`config.mk`:
```
export PLATFORM = sky130hd
export DESIGN_NAME = stall_charge_counters
export DESIGN_NICKNAME = d
export VERILOG_FILES = /design/src/rtl/stall_cnt_pkg.sv /design/src/rtl/stall_cause_pick.sv /design/src/rtl/sat_counter.sv /design/src/rtl/stall_charge_counters.sv
export SDC_FILE = /design/constraint.sdc
export NUM_CORES = 1
export LEC_CHECK = 0
export BUFFER_PORTS_ARGS = -buffer_cell sky130_fd_sc_hd__buf_2
export CORE_ASPECT_RATIO = 0.8
export CORE_MARGIN = 2
export CORE_UTILIZATION = 55
export CTS_CLUSTER_DIAMETER = 120
export DETAILED_ROUTE_END_ITERATION = 8
export PLACE_DENSITY = 0.84
export SETUP_SLACK_MARGIN = 0.05
export SLEW_MARGIN = 20
export SYNTH_ARGS = -nofsm -noshare
export SYNTH_HDL_FRONTEND = slang
export SYNTH_SLANG_ARGS = --single-unit
```
`constraint.sdc`:
```
create_clock -name clk -period 3.1 [get_ports clk]
set_clock_uncertainty 0.2 [all_clocks]
set_input_delay 0.62 -clock clk [delete_from_list [all_inputs] [get_ports clk]]
set_output_delay 0.62 -clock clk [all_outputs]
set_load 0.005 [all_outputs]
```
`src/rtl/stall_cnt_pkg.sv`:
```
// Shared constants and types for the back-end stall cause counters.
// Assumes the counter index order below is the read-select encoding.
package stall_cnt_pkg;
    localparam int NUM_CTR = 6;
    localparam int SEL_W   = 3;

    typedef enum logic [SEL_W-1:0] {
        CTR_TOTAL  = 3'd0,
        CTR_DTLB   = 3'd1,
        CTR_L2     = 3'd2,
        CTR_L1     = 3'd3,
        CTR_LONGFU = 3'd4,
        CTR_OTHER  = 3'd5
    } ctr_id_e;

    typedef struct packed {
        logic dtlb;
        logic l2;
        logic l1;
        logic long_fu;
    } head_status_t;
endpackage

```
`src/rtl/stall_cause_pick.sv`:
```
// Turns the stall flag and head status into a per-counter increment vector.
// Bit CTR_TOTAL is always set; during a stall exactly one cause bit is set,
// chosen by fixed priority data TLB > L2 > L1 > long unit > other.
module stall_cause_pick
    import stall_cnt_pkg::*;
(
    input  logic               stall,
    input  head_status_t       st,
    output logic [NUM_CTR-1:0] bump
);
    // Priority selection of the one cause charged this cycle.
    always_comb begin
        bump            = '0;
        bump[CTR_TOTAL] = 1'b1;
        if (stall) begin
            if (st.dtlb)         bump[CTR_DTLB]   = 1'b1;
            else if (st.l2)      bump[CTR_L2]     = 1'b1;
            else if (st.l1)      bump[CTR_L1]     = 1'b1;
            else if (st.long_fu) bump[CTR_LONGFU] = 1'b1;
            else                 bump[CTR_OTHER]  = 1'b1;
        end
    end
endmodule

```
`src/rtl/sat_counter.sv`:
```
// Saturating up-counter with synchronous clear that wins over increment.
// Assumes synchronous active-low reset.
module sat_counter #(
    parameter int W = 16
) (
    input  logic         clk,
    input  logic         rst_n,
    input  logic         clr,
    input  logic         inc,
    output logic [W-1:0] q
);
    localparam logic [W-1:0] MAXV = {W{1'b1}};

    // Count state: reset, clear, or saturating increment.
    always_ff @(posedge clk) begin
        if (!rst_n)                  q <= '0;
        else if (clr)                q <= '0;
        else if (inc && q != MAXV)   q <= q + 1'b1;
    end
endmodule

```
`src/rtl/stall_charge_counters.sv`:
```
// Top: charges reorder-buffer-full stall cycles to the cause at the head,
// keeps a total cycle count, and offers a combinational read-out by select.
// Assumes head status flags are valid in the same cycle as the stall flag.
module stall_charge_counters
    import stall_cnt_pkg::*;
#(
    parameter int CNT_W = 16
) (
    input  logic              clk,
    input  logic              rst_n,
    input  logic              rob_full_stall,
    input  logic              head_dtlb_miss,
    input  logic              head_l2_miss,
    input  logic              head_l1_miss,
    input  logic              head_long_fu,
    input  logic              clear,
    input  logic [SEL_W-1:0]  rd_sel,
    output logic [CNT_W-1:0]  rd_data
);
    head_status_t             st;
    logic [NUM_CTR-1:0]       bump;
    logic [CNT_W-1:0]         ctr_q [NUM_CTR];
    logic [NUM_CTR*CNT_W-1:0] ctr_flat;

    // Gather head status into one struct.
    always_comb begin
        st.dtlb    = head_dtlb_miss;
        st.l2      = head_l2_miss;
        st.l1      = head_l1_miss;
        st.long_fu = head_long_fu;
    end

    stall_cause_pick u_pick (
        .stall (rob_full_stall),
        .st    (st),
        .bump  (bump)
    );

    for (genvar i = 0; i < NUM_CTR; i++) begin : g_ctr
        sat_counter #(.W(CNT_W)) u_cnt (
            .clk   (clk),
            .rst_n (rst_n),
            .clr   (clear),
            .inc   (bump[i]),
            .q     (ctr_q[i])
        );
        assign ctr_flat[i*CNT_W +: CNT_W] = ctr_q[i];
    end

    // Read-out multiplexer; unused select codes read zero.
    always_comb begin
        rd_data = '0;
        for (int k = 0; k < NUM_CTR; k++) begin
            if (int'(rd_sel) == k) rd_data = ctr_q[k];
        end
    end
endmodule

```
==> metrics.txt <==
final net count ~740; Synth warnings 0; path depth of the worst reg2reg path 4; # diodes 0; leakage power between 0.002 and 0.0025 uW; endpoints failing hold 0; reg2reg start g_ctr[0].u_cnt.q[3]$_SDFFE_PP0P_; crit path kind input port to output port; # IOs 27; Die Y about 96 microns; Slew Limit Fails 0; CTS Hold Bufs 0; synthesis-to-layout area growth 9.778%; clock slew at reported path FFs 0.07 ns; biggest regs g_ctr.u_cnt.q x96; r2r setup slk approximately 0.78 ns; startpoint type of the worst setup path input port; Mean Syn Cell Area between 8 and 9 sq um; RSZ-0062 raised after global routing no; post-cts resize count 0; cell mode on critical path buf_2; vias in the first global route 5187; GP Congestion 0.9342; Top FF cell, synth dfxtp_1; dpl hpwl between 10000 and 15000 microns; layout cell share with drive strength beyond 1 ~9.6%; minimum clock period between 2 and 3 ns; Root Driver clkbuf_16; row count 33; Post-CTS Setup Inserts 0; share of the synthesized area in the top cell type about a third; Reg-to-Reg End g_ctr[0].u_cnt.q[8]$_SDFFE_PP0P_; drt initial violations 562; htree depth 3; area leader, netlist dfxtp_1; # Max-Cap Violations 0; fmax ~0.35 GHz; latest clock arrival within the worst-skew pair ~0.35 ns; Synth Area in Adders under 10%; Longest Clk Path Bufs 2; Max VDD drop approximately 0.29 mV; CP endpoint kind output port; register area share after synthesis between 30 and 40%; Pre-antenna DRT Iters 6; setup_tns 0 ns; Worst Hold Class flip-flop to flip-flop; finished layout cell area about 6400 sq um; Die Area approximately 12000 sq um; GRT Residual Overflow 0; core area around 10000 sq um; CP Cell Sequence buf_2 > and2_1 > a21oi_1 > o221ai_1 > buf_2; Synth Area in Compound Gates between 20% and 30%; Critical Path AT between 2 and 2.5 ns; Slew HR a little over a third; Largest Register g_ctr.u_cnt.q; top cells by count, synth dfxtp_1, nand2_1, a21oi_1; WHS Endpoint g_ctr[0].u_cnt.q[9]$_SDFFE_PP0P_; Filler Cell Count approximately 900; number of enable flip-flop cells after synthesis 0; most frequent cell after synthesis dfxtp_1; Total GRT Usage about 28%; Synth Instances roughly 720; Max stage delay cell, worst path and2_1; Final setup viols 0; Routed Antenna Nets 0; Post-Route WL 15990 microns; area of the multi-input gates between 3000 and 4000 sq um; post-synthesis mux area share between 10 and 15%; vias post-DR a little under 6000; Tcrit/Tclk final 92.32%; outcome finished, final reports clean; Mapped Area 5861 sq um; Pwr Density roughly 390 nW/um^2; Synth Area in XOR/XNOR less than 1%; number of flip-flops in the largest register 96; initial core utilization about 57%; post-synthesis simple-gate area fraction about 29%; FF+latch area approximately 1900 sq um; Async SR Flop Fraction 0%; first-pass GRT wire length around 25000 microns; max incr delay on CP 0.40 ns; main combinational cell family by area after synthesis simple AND/OR/NAND/NOR gates; TritonCTS clock tree built; DR WL/cell 18.39 microns; clock sink count 96; Via density 6.724; Synth Net Count 738; hold path startpoint g_ctr[0].u_cnt.q[9]$_SDFFE_PP0P_; Area contributors post-synth dfxtp_1, mux2i_1, nand2_1; Cell Area, Placed between 6000 and 7000 sq um; worst hold path depth 2; Max FO, Critical Path 18; count of cell types in the netlist 54; FF+latch count, synth 96; Die X 119.4 microns; Remaining DRCs 0; initial antenna violation count 0; Port Buffers 26; worst endpoint required time 2.28 ns; cts bufs inserted 9; worst slew pin tran 0.9534 ns; largest net degree at the start of global routing 50
-- per-stage QoR --
| step | worst slack, ns | hold slack [ns] | power (uW) | utilization [%] | cells |
|---|---|---|---|---|---|
| global route | 0.1372 | 0.3129 | 2574 | 62.33 | 869 |
| detailed placement | 0.1057 | 0.2912 | 1387 | 59.42 | 853 |
| floorplan | 0.2891 | 0.2519 | 1350 | - | 721 |
| CTS | 0.2890 | 0.3002 | 2511 | 62.33 | 869 |
| finish | 0.2379 | 0.3045 | 2497 | 62.33 | 869 |
| global placement | 0.1288 | 0.2674 | 1383 | 59.42 | 853 |
-- final cells by class --
class	instances	share of cell area, %
clock buffer	12	3.831
timing repair buffer	39	4.123
tap	140	2.723
sequential	96	29.87
inverter	17	0.9918
multi-input combinational	561	57.62
clock inverter	4	0.8363
-- cell usage in the layout, fill, tap and decap left out, drive strengths merged, types with 12 or more instances in the layout --
| cell | instances |
|---|---|
| dfxtp | 96 |
| nand2 | 92 |
| a21oi | 57 |
| mux2i | 53 |
| buf | 39 |
| nand3 | 31 |
| nor2 | 25 |
| nand4 | 24 |
| or4 | 24 |
| nand2b | 23 |
| o21ai | 20 |
| o31ai | 19 |
| a211oi | 18 |
| inv | 17 |
| nor3 | 17 |
| nor4 | 17 |
| clkbuf | 12 |
-- power breakdown --
group / total [uW] / internal, uW / switching (uW)
Sequential: 1240 / 1240 / 4.61
Combinational: 122 / 42.3 / 80.1
Clock: 1130 / 650 / 485
Total: 2500 / 1930 / 570
-- routing by layer --
metal	up-vias	GRT usage [%]	wire, microns
met5	-	0	0
met1	2747	37.21	7070
met3	28	7.050	1449
li1	2786	-	-
met4	0	8.235	341
met2	282	44.30	7125
-- worst max-delay path: cells and delay by family --
kind	cells	cell delay (ns)
and+or+nand+nor	1	0.40
AOI/OAI and AO/OA	2	0.45
buffers and inverters	2	0.57
-- worst max path at each step --
stage	slack (ns)	depth (start not counted)	startpoint	endpoint
after global placement	0.13	5	head_dtlb_miss	g_ctr[5].u_cnt.q[9]$_SDFFE_PP0P_
final	0.24	5	rd_sel[0]	rd_data[11]
after floorplan	0.29	6	head_dtlb_miss	g_ctr[5].u_cnt.q[9]$_SDFFE_PP0P_
after detailed placement	0.11	5	head_dtlb_miss	g_ctr[5].u_cnt.q[9]$_SDFFE_PP0P_
after global routing	0.14	5	rd_sel[0]	rd_data[11]
after CTS	0.29	5	rd_sel[0]	rd_data[11]
-- cell families after synthesis --
group / after synthesis
and+or+nand+nor: 308
xor gates and xnor gates: 2
buffers and inverters: 64
DFF: 96
muxes: 58
AOI/OAI and AO/OA: 187
adders and majority gates: 6
Power figures use the tool's default switching activity.
